<file path="src/rtl/avg_seq_pkg.sv">
package avg_seq_pkg;
  typedef enum logic {ST_IDLE, ST_WAIT} seqState_t;

  typedef struct packed {
    logic take;    // a sample is accepted this cycle
    logic first;   // accepted sample opens a new group
    logic commit;  // accepted sample closes the group
  } dpStrobe_t;
endpackage

</file>
<file path="src/rtl/avg_seq_ctrl.sv">
module avg_seq_ctrl
  import avg_seq_pkg::*;
#(
  parameter int NCH  = 3,
  parameter int NAVG = 16,
  parameter int SELW = 3,
  localparam int CW  = (NCH > 1) ? $clog2(NCH) : 1,
  localparam int SHW = $clog2(NAVG)
) (
  input  logic            clk,
  input  logic            rstN,
  input  logic            tick,
  input  logic            cfgAvgOff,
  input  logic            cfgSingle,
  input  logic [SELW-1:0] cfgChanSel,
  input  logic            adcDone,
  output logic            adcReq,
  output logic [CW-1:0]   adcChan,
  output dpStrobe_t       strobe
);
  localparam int CFGW = SELW + 2;

  seqState_t       state;
  logic [CFGW-1:0] cfgQ;
  logic [CW-1:0]   chanQ;
  logic [SHW-1:0]  cntQ;

  logic [CFGW-1:0] cfgNow;
  logic            cfgChg;
  logic [CW-1:0]   selChan;
  logic            lastSample;
  logic            accept;

  assign cfgNow     = {cfgAvgOff, cfgSingle, cfgChanSel};
  assign cfgChg     = cfgNow != cfgQ;
  assign selChan    = (int'(cfgChanSel) < NCH) ? CW'(cfgChanSel) : '0;
  assign lastSample = cfgAvgOff || (cntQ == SHW'(NAVG - 1));
  assign accept     = (state == ST_WAIT) && adcDone && !cfgChg;

  always_ff @(posedge clk) begin
    if (!rstN) begin
      state <= ST_IDLE;
      cfgQ  <= '0;
      chanQ <= '0;
      cntQ  <= '0;
    end else begin
      cfgQ <= cfgNow;
      if (cfgChg) begin
        state <= ST_IDLE;
        cntQ  <= '0;
        chanQ <= cfgSingle ? selChan : '0;
      end else begin
        unique case (state)
          ST_IDLE: if (tick) state <= ST_WAIT;
          ST_WAIT: if (adcDone) begin
            state <= ST_IDLE;
            if (lastSample) begin
              cntQ <= '0;
              if (cfgSingle)                  chanQ <= selChan;
              else if (chanQ == CW'(NCH - 1)) chanQ <= '0;
              else                            chanQ <= chanQ + 1'b1;
            end else begin
              cntQ <= cntQ + 1'b1;
            end
          end
          default: state <= ST_IDLE;
        endcase
      end
    end
  end

  assign adcReq        = state == ST_WAIT;
  assign adcChan       = chanQ;
  assign strobe.take   = accept;
  assign strobe.first  = cntQ == '0;
  assign strobe.commit = accept && lastSample;
endmodule

</file>
<file path="src/rtl/avg_seq_dpath.sv">
module avg_seq_dpath
  import avg_seq_pkg::*;
#(
  parameter int NCH  = 3,
  parameter int DW   = 10,
  parameter int RW   = 8,
  parameter int NAVG = 16,
  localparam int CW   = (NCH > 1) ? $clog2(NCH) : 1,
  localparam int SHW  = $clog2(NAVG),
  localparam int ACCW = DW + SHW
) (
  input  logic              clk,
  input  logic              rstN,
  input  dpStrobe_t         strobe,
  input  logic [CW-1:0]     chan,
  input  logic              avgOff,
  input  logic [DW-1:0]     adcData,
  input  logic [NCH*RW-1:0] lowLimits,
  input  logic [NCH*RW-1:0] highLimits,
  input  logic [2*NCH-1:0]  stsClr,
  output logic [NCH*RW-1:0] readings,
  output logic [2*NCH-1:0]  status
);
  logic [ACCW-1:0] accQ;
  logic [ACCW-1:0] sumNext;
  logic [DW-1:0]   avgVal;
  logic [RW-1:0]   newRd;

  assign sumNext = (strobe.first ? '0 : accQ) + ACCW'(adcData);
  assign avgVal  = avgOff ? adcData : sumNext[ACCW-1:SHW];
  assign newRd   = avgVal[DW-1:DW-RW];

  always_ff @(posedge clk) begin
    if (!rstN)            accQ <= '0;
    else if (strobe.take) accQ <= sumNext;
  end

  for (genvar i = 0; i < NCH; i++) begin : g_chan
    logic hit, setLo, setHi;
    assign hit   = strobe.commit && (chan == CW'(i));
    assign setLo = hit && (newRd < lowLimits[i*RW +: RW]);
    assign setHi = hit && (newRd > highLimits[i*RW +: RW]);

    always_ff @(posedge clk) begin
      if (!rstN) begin
        readings[i*RW +: RW] <= '0;
        status[2*i]          <= 1'b0;
        status[2*i+1]        <= 1'b0;
      end else begin
        if (hit) readings[i*RW +: RW] <= newRd;
        status[2*i]   <= setLo | (status[2*i]   & ~stsClr[2*i]);
        status[2*i+1] <= setHi | (status[2*i+1] & ~stsClr[2*i+1]);
      end
    end
  end
endmodule

</file>
<file path="src/rtl/avg_limit_seq.sv">
module avg_limit_seq
  import avg_seq_pkg::*;
#(
  parameter int NCH  = 3,
  parameter int DW   = 10,
  parameter int RW   = 8,
  parameter int NAVG = 16,
  parameter int SELW = 3,
  localparam int CW  = (NCH > 1) ? $clog2(NCH) : 1
) (
  input  logic              clk,
  input  logic              rstN,
  input  logic              tick,
  input  logic              cfgAvgOff,
  input  logic              cfgSingle,
  input  logic [SELW-1:0]   cfgChanSel,
  output logic              adcReq,
  output logic [CW-1:0]     adcChan,
  input  logic              adcDone,
  input  logic [DW-1:0]     adcData,
  input  logic [NCH*RW-1:0] lowLimits,
  input  logic [NCH*RW-1:0] highLimits,
  input  logic [2*NCH-1:0]  stsClr,
  output logic [NCH*RW-1:0] readings,
  output logic [2*NCH-1:0]  status,
  output logic              alert
);
  dpStrobe_t strobe;

  avg_seq_ctrl #(.NCH(NCH), .NAVG(NAVG), .SELW(SELW)) u_ctrl (
    .clk(clk), .rstN(rstN), .tick(tick),
    .cfgAvgOff(cfgAvgOff), .cfgSingle(cfgSingle), .cfgChanSel(cfgChanSel),
    .adcDone(adcDone), .adcReq(adcReq), .adcChan(adcChan), .strobe(strobe)
  );

  avg_seq_dpath #(.NCH(NCH), .DW(DW), .RW(RW), .NAVG(NAVG)) u_dpath (
    .clk(clk), .rstN(rstN), .strobe(strobe), .chan(adcChan),
    .avgOff(cfgAvgOff), .adcData(adcData),
    .lowLimits(lowLimits), .highLimits(highLimits), .stsClr(stsClr),
    .readings(readings), .status(status)
  );

  assign alert = |status;
endmodule

</file>
<file path="config.mk">
export PLATFORM = sky130hd
export DESIGN_NAME = avg_limit_seq
export DESIGN_NICKNAME = d
export VERILOG_FILES = /design/src/rtl/avg_seq_pkg.sv /design/src/rtl/avg_seq_ctrl.sv /design/src/rtl/avg_seq_dpath.sv /design/src/rtl/avg_limit_seq.sv
export SDC_FILE = /design/constraint.sdc
export NUM_CORES = 1
export LEC_CHECK = 0
export BUFFER_PORTS_ARGS = -buffer_cell sky130_fd_sc_hd__buf_2
export CORE_MARGIN = 3
export CORE_UTILIZATION = 39
export CTS_BUF_LIST = sky130_fd_sc_hd__clkbuf_4 sky130_fd_sc_hd__clkbuf_8
export DETAILED_ROUTE_END_ITERATION = 7
export PLACE_DENSITY = 0.61
export SLEW_MARGIN = 20
export SYNTH_ARGS = -nofsm -noshare
export SYNTH_HDL_FRONTEND = slang
export SYNTH_SLANG_ARGS = --single-unit
export TNS_END_PERCENT = 30
</file>
<file path="constraint.sdc">
create_clock -name clk -period 9.62 [get_ports clk]
set_clock_uncertainty 0.1 [all_clocks]
set_input_delay 1.924 -clock clk [delete_from_list [all_inputs] [get_ports clk]]
set_output_delay 1.924 -clock clk [all_outputs]
set_load 0.005 [all_outputs]
</file>
Word-level counts from Yosys, hierarchy flattened
Index checks and enable logic that the tools add are counted.
{"block": "word_totals", "word_cells": 82, "ff_bits": 56}
{"block": "classes", "mux": 14, "addsub": 3, "order_cmp": 7, "reduce_logical": 23, "n_eq_ne": 4, "bitwise": 20}
{"operator": "greater-than comparator 8 bit", "count": 3}
{"operator": "less-than comparator 8 bit", "count": 3}
{"operator": "2-to-1 mux 2 bit", "count": 8}
{"operator": "adder 14 x 10 -> 14 bit", "count": 1}
{"operator": "2-to-1 mux 14 bit", "count": 1}
{"operator": "logical AND 1 bit", "count": 12}
{"operator": "2-to-1 mux 10 bit", "count": 1}
{"operator": "inverter 1 bit", "count": 8}
{"operator": "AND 1 bit", "count": 6}
{"operator": "OR 1 bit", "count": 6}
{"operator": "nonzero test 2 bit", "count": 3}
{"operator": "OR reduction 6 bit", "count": 1}
{"operator": "!= test 5 bit", "count": 1}
{"operator": "adder 4 x 1 -> 4 bit (second input constant)", "count": 1}
{"operator": "== test 4 bit (second input constant)", "count": 1}
{"operator": "zero test 4 bit", "count": 1}
{"operator": "2-to-1 mux 4 bit", "count": 1}
{"operator": "less-than comparator 3 x 2 -> 1 bit (second input constant)", "count": 1}
{"operator": "AND reduction 3 bit", "count": 1}
{"operator": "adder 2 x 1 -> 2 bit (second input constant)", "count": 1}
{"operator": "== test 2 x 1 -> 1 bit (second input constant)", "count": 1}
{"operator": "== test 2 bit (second input constant)", "count": 1}
{"operator": "zero test 2 bit", "count": 1}
{"operator": "2-to-1 mux 1 bit", "count": 2}
{"operator": "5 further kinds", "count": 5}

Depth between registers and ports, before layout
Gate-level depths: netlist (run 1).
{"block": "logic_depth", "word_depth": 7, "ltp_mapped": 21, "mapped_depth_nobuf": 19}

Cells and area by module
A second synthesis (run 1) with hierarchy kept.
{"block": "hier_totals", "hier_cells": 513, "hier_area_um2": 4206.5}
{"mod": "avg_seq_dpath", "n_inst": 1, "area_each_um2": 3574.7, "cells_per_inst": 442}
{"mod": "avg_seq_ctrl", "n_inst": 1, "area_each_um2": 618.1, "cells_per_inst": 68}
{"mod": "avg_limit_seq", "n_inst": 1, "area_each_um2": 13.8, "cells_per_inst": 3}

Least setup slack after synthesis (run 1)
Ideal clock, no wire load.
{"block": "synth_path", "path_type": "input to register", "startpoint": "input adcData[0]", "endpoint": "register u_dpath.status[0]", "path_slack_ps": 4564, "required_ps": 9462, "path_buffers": 0, "t_arrival_ps": 4898, "path_stages": 15, "cell_sequence": "ha_1 fa_1 a211oi_1 o21ai_2 o311ai_2 o311ai_1 nor2_1 inv_1 ha_1 nand3_1 nor2_1 a221oi_1 o211ai_1 a31oi_1 o21a_1"}
{"block": "synth_via", "elab_chain_len": 5}
{"element": "from (decl)", "line": "avg_limit_seq.sv:20", "text": "input logic [DW-1:0] adcData,"}
{"element": "adder 14 x 10 -> 14 bit", "line": "avg_seq_dpath.sv:29", "text": "assign sumNext = (strobe.first ? '0 : accQ) + ACCW'(adcData);"}
{"element": "2-to-1 mux 10 bit", "line": "avg_seq_dpath.sv:30", "text": "assign avgVal = avgOff ? adcData : sumNext[ACCW-1:SHW];"}
{"element": "named net u_dpath.avgVal[8]", "line": "avg_seq_dpath.sv:26", "text": "logic [DW-1:0] avgVal;"}
{"element": "less-than comparator 8 bit", "line": "avg_seq_dpath.sv:41", "text": "assign setLo = hit && (newRd < lowLimits[i*RW +: RW]);"}
{"element": "logical AND 1 bit", "line": "avg_seq_dpath.sv:41"}
{"element": "OR 1 bit", "line": "avg_seq_dpath.sv:51", "text": "status[2*i] <= setLo | (status[2*i] & ~stsClr[2*i]);"}
{"element": "to (signal, indexed assignment)", "line": "avg_seq_dpath.sv:51"}
{"element": "to (signal, indexed assignment)", "line": "avg_seq_dpath.sv:52", "text": "status[2*i+1] <= setHi | (status[2*i+1] & ~stsClr[2*i+1]);"}
{"element": "to (decl)", "line": "avg_seq_dpath.sv:22", "text": "output logic [2*NCH-1:0] status"}
The timed path passes the listed nets, and every way through them passes these cells.
A chain may end at the register's enable or synchronous reset.

Final worst setup path (run 1)
{"block": "layout_path", "startpoint": "input adcData[0]", "endpoint": "register u_dpath.status[2]"}
Same word-level chain as after synthesis.

==> metrics.cfg, run 1 <==
[setup_path]
cp_num_buf_inv=2
cp_slowest_cell=o311ai_2
r2r-end=u_dpath.status[2]$_SDFF_PN0_
critPathMaxStageDelay_ps=450
r2r-start=u_ctrl.cntQ[0]$_SDFFE_PP0P_
crit_path_start_kind=input pin
cp_max_fo=6
critPathArrivalTime_ps=5560
worstRegToRegCells=19
cp.required_ps=9800
regToRegSetupSlack_ps=4450
end_kind=flip-flop
crit_chain=buf_2 -> ha_1 -> fa_1 -> a211oi_1 -> o21ai_2 -> o311ai_2 -> o311ai_1 -> nor2_1 -> inv_1 -> ha_1 -> nand3_1 -> nor2_1 -> a221oi_1 -> o211ai_1 -> a31oi_1 -> o21a_1
worstSetupPathType=input pin to flip-flop
path_delay_family=compound AO/OA/AOI/OAI gates

[layout]
final_util_pct=47.1
multi_input_area_um2=2810
area_growth_pct=16.5
diodes=0
layout.area.seq_um2=1120
drive_above_1_share_pct=21.2
n_fill_cell=1059
num-nets-final=744

[timing]
relSlewSlack_pct=27.8
hold_viol=0
whs_ps=370
period_share_pct=55.9
rsz0062_at_grt=no
clock.fmax_mhz=186
period_needed_ps=5380
tightest_slew_ps=1080
drv_slew=0
setup_violations=0
fin_tns_setup_ps=0

[routing]
routed_wirelength_um=11500
avgRoutedWirePerCell_um=15.3
first_iter_violations=253
antenna_left=0
vias=3969
drc_errors=0
firstDrtPassIters=4
via_per_inst=5.29

[floorplan]
die_x_um=110
pin_count=107
rows=37
core_area_um2=10500
die_h_um=110
start_util_pct=40.5
dieArea_um2=12100

[worst_hold_path]
hp-class=flip-flop to flip-flop
min_path_cells=2
worstHoldStart=u_dpath.accQ[3]$_SDFFE_PN0P_
hold_end=u_dpath.accQ[3]$_SDFFE_PN0P_

[power]
leakage_nw=2.47
powerDensity_nw_per_um2=96.1
ir_drop_v=0.0000547

[logic_synthesis]
synth.distinct_cells=64
async_reset_ff_share_pct=0
synth_nets=651
yosys.area.top_type=dfxtp_1
netlist.area_leader.share_pct=26.5
avgSynthCellArea_um2=8.14
netlist_top_cells_area=dfxtp_1, ha_1, inv_1, a21oi_1, nand2_1
seq_area_frac_synth_pct=26.5
synth-seq-cells=56
yosysWarnings=0
syn-cell-area_um2=4230
ys.flop_type=dfxtp_1
synth_edf_count=0
synthCells=520

[placement]
io_buffers=106
dp_hpwl_um=8810
gp_congestion=0.872

[clock_network]
hold_buffers=0
numCtsBuffers=5
cts_root_buf=clkbuf_8
worstSkewPairLatency_ps=330
cts_tree=yes
clk_pin_slew_ps=120
cts_resized=0
cts_sinks=56
cts_buffer_depth=2
post-cts-setup-buffers=0
htree_levels=2

[status]
status=completed

[global_routing]
grt_pass1_vias=3727
grt_overflow_total=0
track_usage_pct=18.7
grt_pass1_wl_um=17800
grt_max_degree=65
antenna_found_initial=0

[flow_run]
maxCapViolations=0

[worst max-delay path by stage]
stage / start / to / slack [ps] / depth (start not counted)
6_report: adcData[0] / u_dpath.status[2]$_SDFF_PN0_ / 4240 / 16
5_1_grt: adcData[0] / u_dpath.status[0]$_SDFF_PN0_ / 3950 / 16
4_1_cts: adcData[0] / u_dpath.status[0]$_SDFF_PN0_ / 4220 / 16
3_5_place_dp: adcData[0] / u_dpath.status[0]$_SDFF_PN0_ / 3860 / 16
3_3_place_gp: adcData[0] / u_dpath.status[2]$_SDFF_PN0_ / 4090 / 16
2_1_floorplan: adcData[0] / u_dpath.status[0]$_SDFF_PN0_ / 4560 / 15
[cell type report]
class | count | share of cell area (%)
inverter | 52 | 3.96
multi-input combinational | 391 | 57.0
sequential | 56 | 22.7
timing repair buffer | 107 | 10.9
clock inverter | 3 | 0.507
clock buffer | 5 | 1.40
tap | 136 | 3.45
[state kept, by name (all words and copies together) (netlist names)]
| register | cells |
|---|---|
| u_dpath.status | 6 |
| u_ctrl.adcReq | 1 |
| u_dpath.accQ | 14 |
| u_ctrl.cntQ | 4 |
| u_ctrl.adcChan | 2 |
| u_ctrl.cfgQ | 5 |
| u_dpath.readings | 24 |
[cell families after synthesis]
group           count (synthesis)  synth area share, %
fa+ha+maj                      58                 17.3
buf+inv                        73                 7.09
mux                             4                 1.06
flops                          56                 26.5
xor+xnor                       13                 2.69
compound gates                153                 24.1
simple gates                  163                 21.3
[synthesized netlist by cell type (all sizes together) (2+ instances only)]
library cell / instances
nor3b: 3
a221oi: 2
a31oi: 4
xnor2: 12
o21a: 9
nor2b: 9
o22ai: 10
dfxtp: 56
nand2: 47
a211o: 4
nor4b: 4
o21bai: 2
nand4b: 2
inv: 52
o211ai: 15
and2: 22
buf: 9
nand4: 9
o21ai: 34
nand3: 19
nor4: 2
a211oi: 4
a21oi: 36
nor3: 5
a21o: 13
and4: 2
nor2: 21
clkbuf: 12
and3: 7
o311ai: 2
o31ai: 3
ha: 57
nand2b: 7
a21boi: 7
o211a: 2
mux2i: 3
[cells in the final DEF, fill, tap and decap left out, types with 3 or more instances in the layout]
cell type  instances
clkbuf_8           5
buf_2            106
a21boi_0           7
nand2b_1           7
nor2b_1            9
and2_1            20
nor3_1             5
o211ai_1          14
o31ai_1            3
nor2_1            20
nand3_1           19
xnor2_1           12
a21o_1            13
o22ai_1           10
a211o_1            4
and3_1             5
mux2i_1            3
o21a_1             9
ha_1              57
nand4_1            9
nor3b_1            3
dfxtp_1           56
inv_1             52
a31oi_1            4
nand2_1           47
a211oi_1           3
o21ai_0           32
a21oi_1           36
[per-layer routing]
metal  routed length (µm)  GRT usage (%)
met5                    0              0
met4                  204           6.77
met3                  743           2.33
met2                 5290           32.1
met1                 5250           24.0
[report_power, final]
group          switching, mW  internal, mW  total, mW
registers            0.00120         0.233      0.234
logic                 0.0541        0.0416     0.0957
clock network         0.0902        0.0535      0.144
total                  0.146         0.328      0.474
[stage by stage]
stage	setup WS, ps	cell area (µm²)	power (mW)	cells
2_1_floorplan	4560	4230	0.301	520
3_3_place_gp	4090	4840	0.332	742
3_5_place_dp	3860	4840	0.335	742
4_1_cts	4220	4930	0.480	750
5_1_grt	3950	4930	0.502	750
6_report	4240	4930	0.474	750
[worst min-delay path, cell delays in order, from the launching register on]
cell      delay, ps
dfxtp_1         320
nand2_1          50
a21boi_0         60
Power figures use the tool's default switching activity.
==> run 2: changes to the inputs <==
Settings changed: PLACE_DENSITY 0.61 to 0.63.
Clock period 9.62 ns to 4.35 ns, I/O delays scaled along.
==> metrics.cfg, run 2 (synthesis gave the netlist of run 1 again) <==
[routing]
drc_errors=0  ; unchanged
via_per_inst=5.33  ; +0.76%
first_iter_violations=379  ; +50%
routed_wirelength_um=12100  ; +5.7%
vias=4138  ; +4.3%
avgRoutedWirePerCell_um=15.6  ; +2.2%
firstDrtPassIters=5  ; +1
antenna_left=0  ; unchanged

[setup_path]
crit_top_cell=buf_4
cp.required_ps=4530  ; -5270 ps
cp_num_buf_inv=5  ; +3
cp_max_fo=10  ; +4
critPathArrivalTime_ps=4350  ; -1210 ps
critPathMaxStageDelay_ps=350  ; -100 ps
end_kind=flip-flop
worstSetupPathType=flip-flop to flip-flop
crit_path_start_kind=flip-flop
crit_chain=inv_1 -> ha_1 -> or3b_1 -> buf_4 -> buf_4 -> and2_1 -> ha_4 -> and2_4 -> and4_2 -> o211ai_2 -> buf_4 -> a211o_1 -> and3_4 -> inv_2 -> ha_1 -> nand3_1 -> nor2_1 -> a221oi_1 -> o211ai_1 -> a31oi_1 -> o21a_1
regToRegSetupSlack_ps=180  ; -4270 ps
cp_slowest_cell=or3b_1
path_delay_family=simple AND/OR/NAND/NOR gates

[timing]
tightest_slew_ps=1040  ; -38.2 ps
rsz0062_at_grt=yes
whs_ps=372  ; +2.42 ps
period_share_pct=95.8
setup_violations=0  ; unchanged
clock.fmax_mhz=240
hold_viol=0  ; unchanged
period_needed_ps=4170
fin_tns_setup_ps=0  ; unchanged
relSlewSlack_pct=30.4  ; +2.5 points
fin_ws_ps=184  ; -4060 ps
drv_slew=0  ; unchanged

[global_routing]
grt_overflow_total=0  ; unchanged
track_usage_pct=19.6  ; +0.88 points
grt_max_degree=65  ; unchanged
antenna_found_initial=0  ; unchanged
grt_pass1_vias=3937  ; +5.6%
grt_pass1_wl_um=18900  ; +6.1%

[placement]
post-place-cells=761  ; +2.6%
io_buffers=106  ; unchanged
gp_congestion=0.899  ; +3.1%
dp_hpwl_um=9330  ; +6.0%
post-place-ws_ps=-0.898  ; -3860 ps

[floorplan]
rows=37  ; unchanged
start_util_pct=40.5  ; unchanged
die_x_um=110  ; unchanged
core_area_um2=10500  ; unchanged
dieArea_um2=12100  ; unchanged
die_h_um=110  ; unchanged
pin_count=107  ; unchanged

[worst_hold_path]
hp-class=flip-flop to flip-flop

[status]
status=completed

[clock_network]
cts_buffer_depth=2  ; unchanged
numCtsBuffers=5  ; unchanged
htree_levels=2  ; unchanged
cts_tree=yes
cts_sinks=56  ; unchanged
cts_root_buf=clkbuf_8
clk_pin_slew_ps=120  ; about the same
worstSkewPairLatency_ps=330  ; about the same

[flow_run]
maxCapViolations=0  ; unchanged

[layout]
diodes=0  ; unchanged
n_fill_cell=1018  ; -3.9%
top_register=u_dpath.readings
final_common_cell=buf_2
num-nets-final=770  ; +3.5%
drive_above_1_share_pct=27.5  ; +6.3 points
layout_common_cells=buf_2, dfxtp_1, ha_1, nand2_1, inv_1
largestRegisters=u_dpath.readings (24), u_dpath.accQ (14), u_dpath.status (6)
fin_cells=776  ; +3.5%
largest_register_ffs=24  ; unchanged
area_growth_pct=23.5
final_util_pct=50.0  ; +2.9 points

[power]
leakage_nw=2.59  ; +4.7%
powerDensity_nw_per_um2=205  ; +110%
ir_drop_v=0.000127  ; +130%

==> run 2: cell types whose count changed in the layout (fill, tap and decap cells not counted), sizes merged <==
cell,previous run,this run
inv,54,53
buf,107,133
clkinvlp,1,2
==> run 2: cell type report <==
| cell class | instances | area, µm² | area share (%) |
|---|---|---|---|
| Clock buffer | 5 | 68.8 | 1.32 |
| Clock inverter | 3 | 26.3 | 0.502 |
| Inverter | 52 | 195 | 3.73 |
| Multi-Input combinational cell | 391 | 2920 | 55.7 |
| Sequential cell | 56 | 1120 | 21.4 |
| Tap cell | 136 | 170 | 3.25 |
| Timing Repair Buffer | 133 | 733 | 14.0 |
==> run 2: repair_timing <==
action,4_1_cts,5_1_grt
pin swaps,1,11
buffers inserted,1,6
endpoints found under the setup margin,2,6
hold buffers,0,0
gates resized for setup,1,21
==> run 2: path summary, 6_finish.rpt <==
| kind | from | end | cells past startpoint |
|---|---|---|---|
| hold reg to reg | u_dpath.accQ[4]$_SDFFE_PN0P_ | u_dpath.accQ[4]$_SDFFE_PN0P_ | 2 |
| setup reg to reg | u_ctrl.cntQ[0]$_SDFFE_PP0P_ | u_dpath.status[2]$_SDFF_PN0_ | 21 |
| setup / recovery | u_ctrl.cntQ[0]$_SDFFE_PP0P_ | u_dpath.status[2]$_SDFF_PN0_ | 21 |
| hold / removal | u_dpath.accQ[4]$_SDFFE_PN0P_ | u_dpath.accQ[4]$_SDFFE_PN0P_ | 2 |
==> run 2: power by group <==
group / switching, mW / internal (mW) / total [mW]
logic: 0.129 / 0.106 / 0.236
registers: 0.00252 / 0.516 / 0.518
clock network: 0.203 / 0.118 / 0.321
==> run 2: per-layer routing <==
| metal | GRT usage [%] | vias up | wire length [µm] |
|---|---|---|---|
| met1 | 24.8 | 1920 | 5410 |
| met5 | 0 | - | 0 |
| met2 | 35.1 | 114 | 5730 |
| met3 | 1.86 | 12 | 754 |
| li1 | - | 2092 | - |
| met4 | 5.72 | 0 | 242 |
==> run 2: metrics by stage <==
| stage | total power, mW | cell area [µm²] |
|---|---|---|
| after global routing | 1.13 | 5230 |
| after floorplan | 0.666 | 4250 |
| after detailed placement | 0.755 | 4990 |
| after CTS | 1.07 | 5100 |
| final | 1.07 | 5230 |
| after global placement | 0.748 | 4990 |
==> run 2: tightest hold or removal path, stage by stage, from the launching register on <==
cell,delay (ps)
dfxtp_1,330
nand2_1,50
a21boi_0,60
